$ cat src/rtl/wd_pkg.sv
package wd_pkg;

    localparam int TMO_W = 8;
    localparam logic [7:0] BUS_ERR_CODE = 8'h90;

    typedef struct packed {
        logic              en;
        logic [TMO_W-2:0]  val;
    } tmo_cfg_t;

    typedef enum logic {
        WD_RUN  = 1'b0,
        WD_TRIP = 1'b1
    } wd_state_t;

    function automatic tmo_cfg_t decode_tmo(input logic [TMO_W-1:0] raw);
        tmo_cfg_t c;
        c.en  = raw[TMO_W-1];
        c.val = raw[TMO_W-2:0];
        return c;
    endfunction

endpackage

$ cat src/rtl/wd_sync.sv
module wd_sync #(
    parameter int STAGES = 2
) (
    input  logic clk,
    input  logic rst,
    input  logic din,
    output logic level,
    output logic edge_seen
);
    logic [STAGES-1:0] chain;
    logic              last_q;

    generate
        for (genvar i = 0; i < STAGES; i++) begin : g_stage
            if (i == 0) begin : g_first
                always_ff @(posedge clk) begin
                    if (rst) chain[0] <= 1'b1;
                    else     chain[0] <= din;
                end
            end else begin : g_next
                always_ff @(posedge clk) begin
                    if (rst) chain[i] <= 1'b1;
                    else     chain[i] <= chain[i-1];
                end
            end
        end
    endgenerate

    always_ff @(posedge clk) begin
        if (rst) last_q <= 1'b1;
        else     last_q <= chain[STAGES-1];
    end

    assign level     = chain[STAGES-1];
    assign edge_seen = chain[STAGES-1] ^ last_q;
endmodule

$ cat src/rtl/wd_prescaler.sv
module wd_prescaler #(
    parameter int PRESCALE = 1024
) (
    input  logic clk,
    input  logic rst,
    input  logic clr,
    output logic tick
);
    localparam int PW = (PRESCALE > 2) ? $clog2(PRESCALE) : 1;
    localparam logic [PW-1:0] LAST = PW'(PRESCALE - 1);

    logic [PW-1:0] div_q;

    assign tick = !clr && (div_q == LAST);

    always_ff @(posedge clk) begin
        if (rst || clr)  div_q <= '0;
        else if (tick)   div_q <= '0;
        else             div_q <= div_q + 1'b1;
    end
endmodule

$ cat src/rtl/wd_lowcount.sv
module wd_lowcount #(
    parameter int VW = 7
) (
    input  logic          clk,
    input  logic          rst,
    input  logic          reload,
    input  logic          tick,
    input  logic [VW-1:0] load_val,
    output logic          expire
);
    logic [VW-1:0] left_q;

    assign expire = !reload && tick && (left_q == '0);

    always_ff @(posedge clk) begin
        if (rst || reload)  left_q <= load_val;
        else if (tick && left_q != '0) left_q <= left_q - 1'b1;
    end
endmodule

$ cat src/rtl/scl_lowtime_watchdog.sv
module scl_lowtime_watchdog
    import wd_pkg::*;
#(
    parameter int PRESCALE    = 1024,
    parameter int SYNC_STAGES = 2
) (
    input  logic             clk,
    input  logic             rst,
    input  logic             scl_raw,
    input  logic [TMO_W-1:0] tmo_reg,
    input  logic             ctrl_en,
    input  logic             master_mode,
    input  logic             start_wait,
    output logic             bus_err_pulse,
    output logic             stat_load,
    output logic [7:0]       stat_code,
    output logic             release_lines
);
    localparam int VW = TMO_W - 1;

    tmo_cfg_t  cfg;
    wd_state_t state_q;
    logic      scl_lvl, scl_edge;
    logic      armed, reload, tick, expire;
    logic      err_q;

    assign cfg = decode_tmo(tmo_reg);

    wd_sync #(.STAGES(SYNC_STAGES)) u_sync (
        .clk       (clk),
        .rst       (rst),
        .din       (scl_raw),
        .level     (scl_lvl),
        .edge_seen (scl_edge)
    );

    assign armed  = ctrl_en && cfg.en && (master_mode || start_wait)
                    && (state_q == WD_RUN);
    assign reload = !armed || scl_lvl || scl_edge;

    wd_prescaler #(.PRESCALE(PRESCALE)) u_pre (
        .clk  (clk),
        .rst  (rst),
        .clr  (reload),
        .tick (tick)
    );

    wd_lowcount #(.VW(VW)) u_cnt (
        .clk      (clk),
        .rst      (rst),
        .reload   (reload),
        .tick     (tick),
        .load_val (cfg.val),
        .expire   (expire)
    );

    always_ff @(posedge clk) begin
        if (rst) begin
            state_q <= WD_RUN;
            err_q   <= 1'b0;
        end else begin
            err_q <= 1'b0;
            if (expire) begin
                state_q <= WD_TRIP;
                err_q   <= 1'b1;
            end
        end
    end

    assign bus_err_pulse = err_q;
    assign stat_load     = err_q;
    assign stat_code     = err_q ? BUS_ERR_CODE : 8'h00;
    assign release_lines = (state_q == WD_TRIP);
endmodule

$ cat config.mk
export PLATFORM = sky130hd
export DESIGN_NAME = scl_lowtime_watchdog
export DESIGN_NICKNAME = d
export VERILOG_FILES = /design/src/rtl/wd_pkg.sv /design/src/rtl/wd_sync.sv /design/src/rtl/wd_prescaler.sv /design/src/rtl/wd_lowcount.sv /design/src/rtl/scl_lowtime_watchdog.sv
export SDC_FILE = /design/constraint.sdc
export NUM_CORES = 1
export LEC_CHECK = 0
export BUFFER_PORTS_ARGS = -buffer_cell sky130_fd_sc_hd__buf_2
export CAP_MARGIN = 40
export CELL_PAD_IN_SITES_DETAIL_PLACEMENT = 0
export CELL_PAD_IN_SITES_GLOBAL_PLACEMENT = 1
export CORE_ASPECT_RATIO = 0.8
export CORE_MARGIN = 2
export CORE_UTILIZATION = 42
export DETAILED_ROUTE_END_ITERATION = 7
export PLACE_DENSITY = 0.83
export SYNTH_ARGS = -nofsm -noshare
export SYNTH_HDL_FRONTEND = slang
export SYNTH_SLANG_ARGS = --single-unit
$ cat constraint.sdc
create_clock -name clk -period 4.55 [get_ports clk]
set_input_delay 0.2275 -clock clk [delete_from_list [all_inputs] [get_ports clk]]
set_output_delay 0.2275 -clock clk [all_outputs]
set_load 0.01 [all_outputs]
# Word-level counts from Yosys, hierarchy flattened
# Index checks and enable logic that the tools add are counted.
# W data, S select, Z words.
# totals
inputBits,14
ram_bits,0
romBits,0
latchBits,0
n_memories,0
out_inout_bits,11
wordCells,33
register_bits,22
# classes
mux,4
bitwise_logic,2
div_mod_pow,0
reduce_logical,17
shifts,0
n_eq_ne,1
n_mul,0
n_lt_le_gt_ge,0
add_sub_neg,2
# op_table
operator,n
$mux W7,2
$add A10 B1 Y10 const B,1
$eq A10 B10 Y1 const B,1
$mux W8,1
$logic_and A1 B1 Y1,7
$logic_not A7 Y1,1
$reduce_bool A7 Y1,1
$sub A7 B1 Y7 const B,1
$logic_or A1 B1 Y1,4
$logic_not A1 Y1,2
$reduce_bool A2 Y1,1
$reduce_or A2 Y1,1
$mux W1,1
$not A1 Y1,1
$xor A1 B1 Y1,1

# Longest topological paths before layout
# Gate-level depths: netlist of the first run.
# logic_depth
ltp_word,11
ltp_mapped,5

# Modules after synthesis
# A second synthesis of the first run with hierarchy kept.
# hier_totals
hier_cells,120
hier_area_um2,1137.3
# modules_own_cells
module,n_inst,cells_each,seq_area_each_um2,area_each_um2
wd_lowcount,1,45,210.2,456.7
wd_prescaler,1,50,200.2,449.2
scl_lowtime_watchdog,1,18,40.0,143.9
wd_sync,1,7,60.1,87.6

# Worst setup path after synthesis of the first run
# No wires, ideal clock.
# synth_path
kind,register to register
start,register u_cnt.left_q[0]
end,"register u_cnt.left_q[0], enable pin"
path_buffers,0
setup_ns,0.270
stages_incl_launch_ff,6
required_ns,4.280
setup_slack_ns,2.595
arrival_time_ns,1.685
cell_sequence,edfxtp_1 inv_1 ha_1 or4b_4 or3_4 a21o_1
# synth_between
elab_chain_cells,3
# synth_lines
item,line_no,text
"start, declared",wd_lowcount.sv:11,logic [VW-1:0] left_q;
"start signal, assigned",wd_lowcount.sv:16,if (rst || reload) left_q <= load_val;
"start signal, assigned",wd_lowcount.sv:17,else if (tick && left_q != '0) left_q <= left_q - 1'b1;
$reduce_bool A7 Y1,wd_lowcount.sv:17,
$logic_and A1 B1 Y1,wd_lowcount.sv:17,
$reduce_bool A2 Y1 (no source line),-,
# No other way between the ends.
# A chain may end at the register's enable or synchronous reset.

# Worst setup path after layout of the first run
# layout_path
start,register u_pre.div_q[3]
end,"register u_cnt.left_q[4], enable pin"
# layout_between
elab_chain_cells,4
# layout_lines
item,line_no,text
"start, declared",wd_prescaler.sv:12,logic [PW-1:0] div_q;
"start signal, assigned",wd_prescaler.sv:19,else div_q <= div_q + 1'b1;
$eq A10 B10 Y1,wd_prescaler.sv:14,assign tick = !clr && (div_q == LAST);
$logic_and A1 B1 Y1,wd_prescaler.sv:14,
$logic_and A1 B1 Y1,wd_lowcount.sv:17,
$reduce_bool A2 Y1 (no source line),-,
# No other way between the ends.

==> results of run 1 <==
-- final cells by class --
class	instances	area [um2]
fillers	244	1270
clock buffers	4	26.3
repair buffers	18	90.1
inverters	5	18.8
multi-input cells	72	484
flip-flops and latches	22	510
well taps	36	45.0
-- routing by layer --
layer | vias to the layer above | global-route usage
met5 | - | 0
met1 | 359 | 0.195
met3 | 2 | 0.0477
met2 | 23 | 0.223
met4 | 0 | 0.0326
li1 | 407 | -
-- cells in the final DEF (no fill, tap or decap), types with 2 or more instances in the layout --
cell,n
sky130_fd_sc_hd__buf_2,18
sky130_fd_sc_hd__dfxtp_1,15
sky130_fd_sc_hd__edfxtp_1,7
sky130_fd_sc_hd__or3_1,6
sky130_fd_sc_hd__a31oi_1,6
sky130_fd_sc_hd__o21ai_0,6
sky130_fd_sc_hd__nand3_1,6
sky130_fd_sc_hd__conb_1,6
sky130_fd_sc_hd__inv_1,5
sky130_fd_sc_hd__nor3_1,5
sky130_fd_sc_hd__a211oi_1,4
sky130_fd_sc_hd__or2_2,3
sky130_fd_sc_hd__mux2_2,3
sky130_fd_sc_hd__xor2_1,3
sky130_fd_sc_hd__nand2_1,3
sky130_fd_sc_hd__clkbuf_4,3
sky130_fd_sc_hd__nor2_1,2
sky130_fd_sc_hd__and3_1,2
sky130_fd_sc_hd__o31ai_1,2
sky130_fd_sc_hd__or4_1,2
sky130_fd_sc_hd__xnor2_1,2
sky130_fd_sc_hd__ha_1,2
-- sequential cells by signal (all words and copies together) (netlist names) --
| signal | count |
|---|---|
| bus_err_pulse | 1 |
| release_lines | 1 |
| u_cnt.left_q | 7 |
| u_pre.div_q | 10 |
| u_sync.chain | 1 |
| u_sync.last_q | 1 |
| u_sync.level | 1 |
-- power by group --
group | switching, mW | internal [mW]
combinational | 0.00902 | 0.00975
sequential | 0.00297 | 0.207
clock | 0.0547 | 0.0341
-- worst max path at each step --
stage	from	endpoint	slack [ps]	cells after the start
2_1_floorplan	u_cnt.left_q[0]	u_cnt.left_q[0]	2600	5
3_3_place_gp	u_cnt.left_q[0]	u_cnt.left_q[2]	2490	5
3_5_place_dp	u_cnt.left_q[0]	u_cnt.left_q[0]	2430	5
4_1_cts	u_cnt.left_q[0]	u_cnt.left_q[4]	2420	5
5_1_grt	u_pre.div_q[3]	u_cnt.left_q[5]	2260	3
6_report	u_pre.div_q[3]	u_cnt.left_q[4]	2400	3
-- stage by stage --
stage               utilization  setup slack (ps)  area [um2]  std cells  power [mW]
finish                    0.481              2400        1170        157       0.317
global route              0.481              2260        1170        157       0.333
CTS                       0.481              2420        1170        157       0.322
detailed placement        0.470              2430        1150        153       0.233
global placement          0.470              2490        1150        153       0.232
floorplan                     -              2600        1090        110       0.228
-- cell families (layout without fill, tap and decap cells) --
group | count (synthesis) | count (layout) | share of synthesized area
buffers and inverters | 16 | 27 | 0.0877
XOR/XNOR | 5 | 5 | 0.0409
AND/OR/NAND/NOR | 34 | 34 | 0.194
AO/OA/AOI/OAI | 21 | 21 | 0.132
adder cells (fa/ha/maj) | 2 | 2 | 0.0234
flip-flops | 22 | 22 | 0.477
other | 1 | 6 | 0.00351
multiplexers | 4 | 4 | 0.0409
-- critical path, stage by stage (launching register included) --
cell and delay [ps]:
sky130_fd_sc_hd__dfxtp_1 430, sky130_fd_sc_hd__nand4_1 260, sky130_fd_sc_hd__nor3_1 770, sky130_fd_sc_hd__a21o_1 380
==> impl_results.md, run 1 <==
- Number of antenna repair diodes: 0
- H-tree lvl count: 1
- First-iteration detailed-routing DRC count: 29
- Peak supply drop: ~0.17 mV
- Clock-pin slew on the worst setup and hold paths: 110 ps
- Startpoint of the most critical register-to-register path: u_pre.div_q[3]
- Post-CTS Repair Setup Buffers: 0
- Number of enable-type register cells in the synthesized netlist: 7
- Area of the mapped netlist: ~0.0011 mm2
- Endpoint kind of the worst setup timing path: flip-flop
- Worst hold margin: approximately 100 ps
- Worst min-delay path class: input port to flip-flop
- Number of instances in the synthesized netlist: ~110
- Hold buffer count at CTS: 0
- Fraction of synthesis flops using an asynchronous set or reset pin: 0
- Endpoint required time on the critical path: 4540 ps
- I/O pin cnt: 25
- Yosys cell types: 31
- Final-stage net count: about 140
- Synth Register Bits: 22
- Critical hold path startpoint: scl_raw
- Die area: just under 0.003 mm2
- Headroom to the max-slew limit: 0.435
- Vertical die dimension: 49.1 um
- Top fanout value on the critical path: 8
- Remaining antenna violation count: 0
- Routed met2 length: 831 um
- Dominant synthesized flop cell: sky130_fd_sc_hd__dfxtp_1
- Final Slew Violations: 0
- Final routed wirelength across all metal layers: about 1900 um
- Number of global-route vias before repair: ~760
- Worst Skew: 2.53 ps
- Standard cell core area: roughly 0.0024 mm2
- Final setup violation count: 0
- Cell area power density: 270 mW/mm2
- First drt pass iteration count: 4
- DIE WIDTH: between 60 and 70 um
- Hold Violations, Final: 0
- Detailed-route wire length on metal 1: a little over 900 um
- Global-route wire length before repair: 3220 um
- TritonCTS Buffers: 3
- Post-route DRC violation count: 0
- Highest routed layer: met4
- Total negative setup slack: 0 ps
- # resized after CTS: 0
- Clk sinks: 22
- Upper clock frequency limit: between 400 and 500 MHz
- Tightest Pin Transition: 841 ps
- DR vias/cell: just over 5
- Final HPWL from detailed placement: around 1400 um
- Worst endpoint data arrival time: roughly 2100 ps
- Static Leak: about 0.44 nW
- Number of antenna violations at the first check in global routing: 0
- Largest net degree at the start of global routing: 15
- Met3 wire length: 96 um
- Average size of a mapped cell: around 10 um2
- Remaining global-route overflow: 0
- Most used standard cells in the synthesized netlist: sky130_fd_sc_hd__dfxtp_1 (15), sky130_fd_sc_hd__buf_4 (9), sky130_fd_sc_hd__edfxtp_1 (7)
- Share of cells above drive strength 1: 0.256
- Mean routed wirelength per cell: about 12 um
- Endpoint, Worst Hold: u_sync.chain[0]
- Root buffer selected by CTS: sky130_fd_sc_hd__clkbuf_4
- Source-to-sink clock delay at the later pin of the worst-skew pair: around 300 ps
- Capturing point of the worst reg2reg path: u_cnt.left_q[4]
- # port buffers: 18
- WHS Path Cells: 2
- Most common cell in the synthesized netlist: sky130_fd_sc_hd__dfxtp_1
- Standard-cell rows: 16
- Max Buffers Root-to-Sink: 2
- Final worst path period need: between 2000 and 2500 ps
- Aggregate global-route resource usage: 0.144
- Count of synthesis-stage warnings from yosys: 0
- Result of the run: complete, no violations
- Share of the cycle needed by the critical path after routing: 0.473
- Number of max-cap violations: 0
- Signed area change from the synthesized netlist to the final layout: 9.82%
- Via count: roughly 800
- Largest area contributor in the synthesized netlist: sky130_fd_sc_hd__dfxtp_1
- Top-area cell type share of the netlist area: 0.281
- Initial core utilization: 0.438
- Sequential fraction of the synthesis area: 0.477
- Cells taking the most area after synthesis: sky130_fd_sc_hd__dfxtp_1 (28%), sky130_fd_sc_hd__edfxtp_1 (20%), sky130_fd_sc_hd__buf_4 (6.3%)
- CTS tree: yes
- Critical Path Start Type: flip-flop
- Routability congestion estimate: 0.732
- Cell count of the worst reg-to-reg path: 3
- Crit path kind: flip-flop to flip-flop
- Worst R2R Setup Slack: ~2400 ps
- RSZ-0062 raised after global routing: false
Power figures use the tool's default switching activity.
==> run 2: changes to the inputs <==
--- a/config.mk
+++ b/config.mk
@@ -11,9 +11,9 @@
 export CELL_PAD_IN_SITES_GLOBAL_PLACEMENT = 1
 export CORE_ASPECT_RATIO = 0.8
 export CORE_MARGIN = 2
-export CORE_UTILIZATION = 42
+export CORE_UTILIZATION = 39
 export DETAILED_ROUTE_END_ITERATION = 7
-export PLACE_DENSITY = 0.83
+export PLACE_DENSITY = 0.78
 export SYNTH_ARGS = -nofsm -noshare
 export SYNTH_HDL_FRONTEND = slang
 export SYNTH_SLANG_ARGS = --single-unit
==> constraint.sdc (replaced) <==
create_clock -name clk -period 2.1 [get_ports clk]
set_input_delay 0.105 -clock clk [delete_from_list [all_inputs] [get_ports clk]]
set_output_delay 0.105 -clock clk [all_outputs]
set_load 0.01 [all_outputs]
==> impl_results.md, run 2 (same netlist as run 1, synthesis figures left out) <==
- Result of the run: complete, no violations
- First drt pass iteration count: 4 (unchanged)
- Final routed wirelength across all metal layers: 2010 um (+7.7%)
- Largest stage delay on the critical path: 490 ps (-280 ps)
- RSZ-0062 raised after global routing: false
- Worst min-delay path class: input port to flip-flop
- Endpoint kind of the worst setup timing path: flip-flop
- Clk sinks: 22 (unchanged)
- Switching Fraction: 0.210 (+0.000274)
- Commonest cells after routing, fill and taps aside: sky130_fd_sc_hd__buf_2 (18), sky130_fd_sc_hd__dfxtp_1 (15), sky130_fd_sc_hd__edfxtp_1 (7)
- Remaining antenna violation count: 0 (unchanged)
- Share of power burned in registers: 0.582 (-0.079)
- Initial core utilization: 0.424 (-0.0139)
- Upper clock frequency limit: 492 MHz (+6.0%)
- Share of cells above drive strength 1: 0.282 (+0.0261)
- Worst Skew: 16.0 ps (+13.5 ps)
- Routability congestion estimate: 0.754 (+3.0%)
- Crit path kind: flip-flop to flip-flop
- Total negative setup slack: 0 ps (unchanged)
- Remaining global-route overflow: 0 (unchanged)
- Number of global-route vias before repair: 776 (+2.0%)
- Source-to-sink clock delay at the later pin of the worst-skew pair: 320 ps (+20 ps)
- Post-CTS Repair Setup Buffers: 0 (unchanged)
- Final HPWL from detailed placement: 1470 um (+3.4%)
- Final Slew Violations: 0 (unchanged)
- Final total power: 0.780 mW (+150%)
- Critical hold path startpoint: rst
- Post-placement cell area: 0.00116 mm2 (+1.3%)
- Highest routed layer: met4
- I/O pin cnt: 25 (unchanged)
- Reg with most FFs: u_pre.div_q
- CTS tree: yes
- Standard-cell rows: 16 (unchanged)
- DIE WIDTH: 62.6 um (+3.5%)
- Number of antenna repair diodes: 0 (unchanged)
- Total net switching power: 0.164 mW (+150%)
- Standard cell core area: 0.00252 mm2 (+3.3%)
- Root buffer selected by CTS: sky130_fd_sc_hd__clkbuf_4
- Signed area change from the synthesized netlist to the final layout: 14.9%
- Cells traversed along the worst timing path: inv_1 > ha_1 > or4b_4 > or3_4 > a21o_4
- Final worst path period need: 2030 ps (-121 ps)
- First-iteration detailed-routing DRC count: 29 (unchanged)
- Worst endpoint data arrival time: 2110 ps (-30 ps)
- Clock-pin slew on the worst setup and hold paths: 140 ps (+30 ps)
- Mean routed wirelength per cell: 12.5 um (+5.7%)
- Global-route wire length before repair: 3590 um (+12%)
- Leading registers by flop count: u_pre.div_q (10), u_cnt.left_q (7)
- Max Buffers Root-to-Sink: 2 (unchanged)
- Hold Violations, Final: 0 (unchanged)
- TritonCTS Buffers: 3 (unchanged)
- Portion of total power attributed to combinational logic: 0.055 (-0.004)
- Fill cell count: 250 (+2.5%)
- # port buffers: 18 (unchanged)
- Endpoint required time on the critical path: 2180 ps (-2360 ps)
- Post-route DRC violation count: 0 (unchanged)
- Final setup violation count: 0 (unchanged)
- Slowest cell on the critical path: sky130_fd_sc_hd__or4b_4
- Number of max-cap violations: 0 (unchanged)
- Via count: 807 (+2.0%)
- Static Leak: 0.467 nW (+6.1%)
- H-tree lvl count: 1 (unchanged)
- Number of antenna violations at the first check in global routing: 0 (unchanged)
- Met3 wire length: 101 um (+5.2%)
- Power share of the clock group: 0.363 (+0.083)
- Number of flip-flops in the largest register: 10 (unchanged)
- Share of the cycle needed by the critical path after routing: 0.968 (+0.494)
- Aggregate global-route resource usage: 0.146 (+0.00246)
- Internal power consumption: 0.616 mW (+150%)
- Startpoint of the most critical register-to-register path: u_cnt.left_q[0]
- Total area of sequential cells: 510 um2 (unchanged)
- Fin area: 0.00123 mm2 (+4.6%)
- Die area: 0.00318 mm2 (+7.1%)
- Peak supply drop: 0.415 mV (+140%)
- Cell area power density: 635 mW/mm2 (+140%)
- Final-stage net count: 141 (+2.2%)
- Detailed-route wire length on metal 1: 1060 um (+15%)
- Multi-input logic area: 492 um2 (+1.6%)
- Most common cell after layout, fill and taps aside: sky130_fd_sc_hd__buf_2
- Vertical die dimension: 50.8 um (+3.5%)
- Largest net degree at the start of global routing: 14 (-1)
- DR vias/cell: 5.04 (+0.11%)
- Top fanout value on the critical path: 7 (-1)
- Routed met2 length: 821 um (-1.2%)
- Origin of the worst setup path: u_cnt.left_q[0]
- Critical Path Start Type: flip-flop
-- run 2: what timing repair did --
action / in CTS / in global routing
setup endpoints to repair: 5 / 7
endpoints found under the hold margin: 1 / 0
pin swaps: 0 / 0
hold buffers: 1 / 0
resized for setup: 1 / 1
-- run 2: path summary, 6_finish.rpt --
path	endpoint	cells past startpoint	slack, ps
worst max-delay path	u_cnt.left_q[1]	5	70
worst min-delay path	release_lines	2	20
worst max register to register	u_cnt.left_q[1]	5	70
worst min register to register	u_sync.level	1	430
-- run 2: critical path: cells and delay by family, from the launching register on --
kind,cells,cell delay [ps]
adders and majority gates,1,200
DFF,1,390
and+or+nand+nor,2,860
AOI/OAI and AO/OA,1,260
buffers and inverters,1,90
-- run 2: final cells by class --
class                           instances  area share
Clock buffer                            4      0.0387
Timing Repair Buffer                   21      0.0937
Inverter                                5      0.0153
Tap cell                               36      0.0367
Multi-Input combinational cell         72       0.400
Sequential cell                        22       0.415
-- run 2: metal layers --
layer,global-route usage,up-vias
li1,-,411
met1,0.192,372
met2,0.229,22
met3,0.0441,2
met4,0.0556,0
met5,0,-
-- run 2: power groups by stage --
stage / registers [mW] / logic, mW / clock network (mW)
finish: 0.454 / 0.0430 / 0.283
CTS: 0.454 / 0.0431 / 0.293
global placement: 0.463 / 0.0403 / 0
detailed placement: 0.463 / 0.0414 / 0
global route: 0.455 / 0.0483 / 0.319
floorplan: 0.462 / 0.0331 / 0
-- run 2: through the flow --
| step | util | hold WS, ps | std cells | setup WS [ps] |
|---|---|---|---|---|
| after detailed placement | 0.461 | 305 | 155 | 18.3 |
| after global routing | 0.487 | 17.7 | 160 | 6.12 |
| after CTS | 0.485 | 21.6 | 160 | 20.2 |
| after global placement | 0.461 | 294 | 155 | 84.4 |
| after floorplan | - | 209 | 110 | 145 |
| final | 0.487 | 18.5 | 160 | 68.2 |
==> run 3: changes to the inputs <==
--- a/config.mk
+++ b/config.mk
@@ -11,9 +11,10 @@
 export CELL_PAD_IN_SITES_GLOBAL_PLACEMENT = 1
 export CORE_ASPECT_RATIO = 0.8
 export CORE_MARGIN = 2
-export CORE_UTILIZATION = 39
+export CORE_UTILIZATION = 42
+export CTS_BUF_LIST = sky130_fd_sc_hd__clkbuf_8
 export DETAILED_ROUTE_END_ITERATION = 7
-export PLACE_DENSITY = 0.78
+export PLACE_DENSITY = 0.83
 export SYNTH_ARGS = -nofsm -noshare
 export SYNTH_HDL_FRONTEND = slang
 export SYNTH_SLANG_ARGS = --single-unit
==> impl_results.md, run 3 (same netlist as run 1, synthesis figures left out) <==
- Commonest cells after routing, fill and taps aside: sky130_fd_sc_hd__buf_2 (18), sky130_fd_sc_hd__dfxtp_1 (15), sky130_fd_sc_hd__edfxtp_1 (7)
- Clk sinks: 22 (unchanged)
- DR vias/cell: 5.08 (+0.63%)
- Remaining global-route overflow: 0 (unchanged)
- Post-CTS Repair Setup Buffers: 0 (unchanged)
- Signed area change from the synthesized netlist to the final layout: 14.9% (unchanged)
- Hold Violations, Final: 0 (unchanged)
- RSZ-0062 raised after global routing: false
- Mean routed wirelength per cell: 11.6 um (-7.7%)
- Standard cell core area: 0.00244 mm2 (-3.2%)
- Top fanout value on the critical path: 7 (unchanged)
- DIE WIDTH: 60.4 um (-3.4%)
- Final HPWL from detailed placement: 1410 um (-3.6%)
- Routability congestion estimate: 0.726 (-3.6%)
- Final-stage net count: 140 (-0.71%)
- Number of antenna repair diodes: 0 (unchanged)
- Multi-input logic area: 504 um2 (+2.5%)
- Number of flip-flops in the largest register: 10 (unchanged)
- Aggregate global-route resource usage: 0.140 (-0.00625)
- Fill cell count: 256 (+2.4%)
- Final Slew Violations: 0 (unchanged)
- Worst R2R Setup Slack: 110 ps (+40 ps)
- Final setup violation count: 0 (unchanged)
- Number of antenna violations at the first check in global routing: 0 (unchanged)
- Standard-cell rows: 16 (unchanged)
- First-iteration detailed-routing DRC count: 15 (-48%)
- Source-to-sink clock delay at the later pin of the worst-skew pair: 260 ps (-60 ps)
- Startpoint of the most critical register-to-register path: u_cnt.left_q[0]
- Fin util: 0.503 (+0.0160)
- Fin area: 0.00123 mm2 (unchanged)
- Via count: 807 (unchanged)
- I/O pin cnt: 25 (unchanged)
- Critical Path Start Type: flip-flop
- Worst endpoint data arrival time: 2020 ps (-90 ps)
- Post-placement cell area: 0.00116 mm2 (unchanged)
- Destination of the critical timing path: u_cnt.left_q[3]
- Reg with most FFs: u_pre.div_q
- Final routed wirelength across all metal layers: 1840 um (-8.3%)
- Max Buffers Root-to-Sink: 2 (unchanged)
- Total negative setup slack: 0 ps (unchanged)
- Worst min-delay path class: input port to flip-flop
- Number of global-route vias before repair: 743 (-4.3%)
- Cell area power density: 619 mW/mm2 (-2.5%)
- Endpoint kind of the worst setup timing path: flip-flop
- Static Leak: 0.459 nW (-1.5%)
- Result of the run: complete, no violations
- Initial core utilization: 0.438 (+0.0139)
- Largest net degree at the start of global routing: 13 (-1)
- Die area: 0.00297 mm2 (-6.6%)
- Met3 wire length: 89 um (-12%)
- Worst Skew: 4.04 ps (-12.0 ps)
- Share of cells above drive strength 1: 0.285 (+0.00229)
- Routed met2 length: 774 um (-5.7%)
- Post-route DRC violation count: 0 (unchanged)
- TritonCTS Buffers: 3 (unchanged)
- Detailed-route wire length on metal 1: 955 um (-9.6%)
- Highest routed layer: met4
- Clock-pin slew on the worst setup and hold paths: 80 ps (-60 ps)
- Most common cell after layout, fill and taps aside: sky130_fd_sc_hd__buf_2
- # port buffers: 18 (unchanged)
- Crit path kind: flip-flop to flip-flop
- First drt pass iteration count: 4 (unchanged)
- Peak supply drop: 0.336 mV (-19%)
- Vertical die dimension: 49.1 um (-3.4%)
- Number of max-cap violations: 0 (unchanged)
- Final worst path period need: 1990 ps (-39.8 ps)
- H-tree lvl count: 1 (unchanged)
- Upper clock frequency limit: 502 MHz (+2.0%)
- Cell count of the worst reg-to-reg path: 5 (unchanged)
- Global-route wire length before repair: 3240 um (-9.8%)
- Root buffer selected by CTS: sky130_fd_sc_hd__clkbuf_8
- CTS tree: yes
- Final cell count without fillers: 159 (-0.63%)
- Remaining antenna violation count: 0 (unchanged)
- Worst hold margin: 33.2 ps (+14.7 ps)
- Total area of sequential cells: 510 um2 (unchanged)
- Origin of the worst setup path: u_cnt.left_q[0]
- Capturing point of the worst reg2reg path: u_cnt.left_q[3]
- Cells after DPL: 155 (unchanged)
- Leading registers by flop count: u_pre.div_q (10), u_cnt.left_q (7)
- Share of the cycle needed by the critical path after routing: 0.949 (-0.0189)
- Endpoint required time on the critical path: 2120 ps (-60 ps)
==> run 3: cell types whose count changed in the layout (fill, tap and decap cells not counted) <==
cell / previous run / this run
sky130_fd_sc_hd__clkbuf_4: 3 / 0
sky130_fd_sc_hd__clkbuf_8: 0 / 3
sky130_fd_sc_hd__clkbuf_16: 1 / 0
sky130_fd_sc_hd__clkinv_1: 0 / 1
sky130_fd_sc_hd__dlygate4sd3_1: 1 / 0
sky130_fd_sc_hd__ha_1: 2 / 1
sky130_fd_sc_hd__ha_4: 0 / 1
==> run 3: layout make-up <==
cell class,instances,share of cell area
flip-flops and latches,22,0.415
clock inverters,1,0.00305
multi-input cells,72,0.410
repair buffers,20,0.0855
clock buffers,3,0.0336
inverters,5,0.0153
well taps,36,0.0367
==> run 3: where the power goes <==
group	switching, mW	leakage [nW]	internal (mW)
clock	0.134	0.0231	0.130
combinational	0.0206	0.241	0.0226
sequential	0.00608	0.196	0.447
==> run 3: per-stage QoR <==
step           power (mW)  worst slack [ps]
5_1_grt             0.795              44.7
3_3_place_gp        0.503              83.8
2_1_floorplan       0.495               145
3_5_place_dp        0.505             -14.6
4_1_cts             0.762              4.65
6_report            0.761               108
==> run 3: worst min-delay path by stage <==
stage / startpoint / end / slack [ps] / depth (start not counted)
floorplan: scl_raw / u_sync.chain[0] / 210 / 1
global placement: scl_raw / u_sync.chain[0] / 300 / 2
detailed placement: scl_raw / u_sync.chain[0] / 300 / 2
CTS: scl_raw / u_sync.chain[0] / 40 / 2
global route: scl_raw / u_sync.chain[0] / 30 / 2
finish: scl_raw / u_sync.chain[0] / 30 / 2
==> run 3: repair_timing <==
| item | CTS | global route |
|---|---|---|
| setup endpoints to repair | 7 | 7 |
| hold endpoints to repair | 0 | 0 |
| hold buffers | 0 | 0 |
| resized for setup | 1 | 3 |
| pin swaps | 0 | 1 |
==> run 3: per-layer routing <==
layer,vias up,global-route usage
li1,409,-
met1,372,0.199
met2,22,0.223
met3,4,0.0239
met4,0,0.0326
met5,-,0
==> run 3: worst max-delay path, cell delays in order (launching register included) <==
cell and delay [ps]:
sky130_fd_sc_hd__edfxtp_1 380, sky130_fd_sc_hd__inv_1 120, sky130_fd_sc_hd__ha_4 150, sky130_fd_sc_hd__or4b_4 460
sky130_fd_sc_hd__or3_4 370, sky130_fd_sc_hd__a21o_4 270
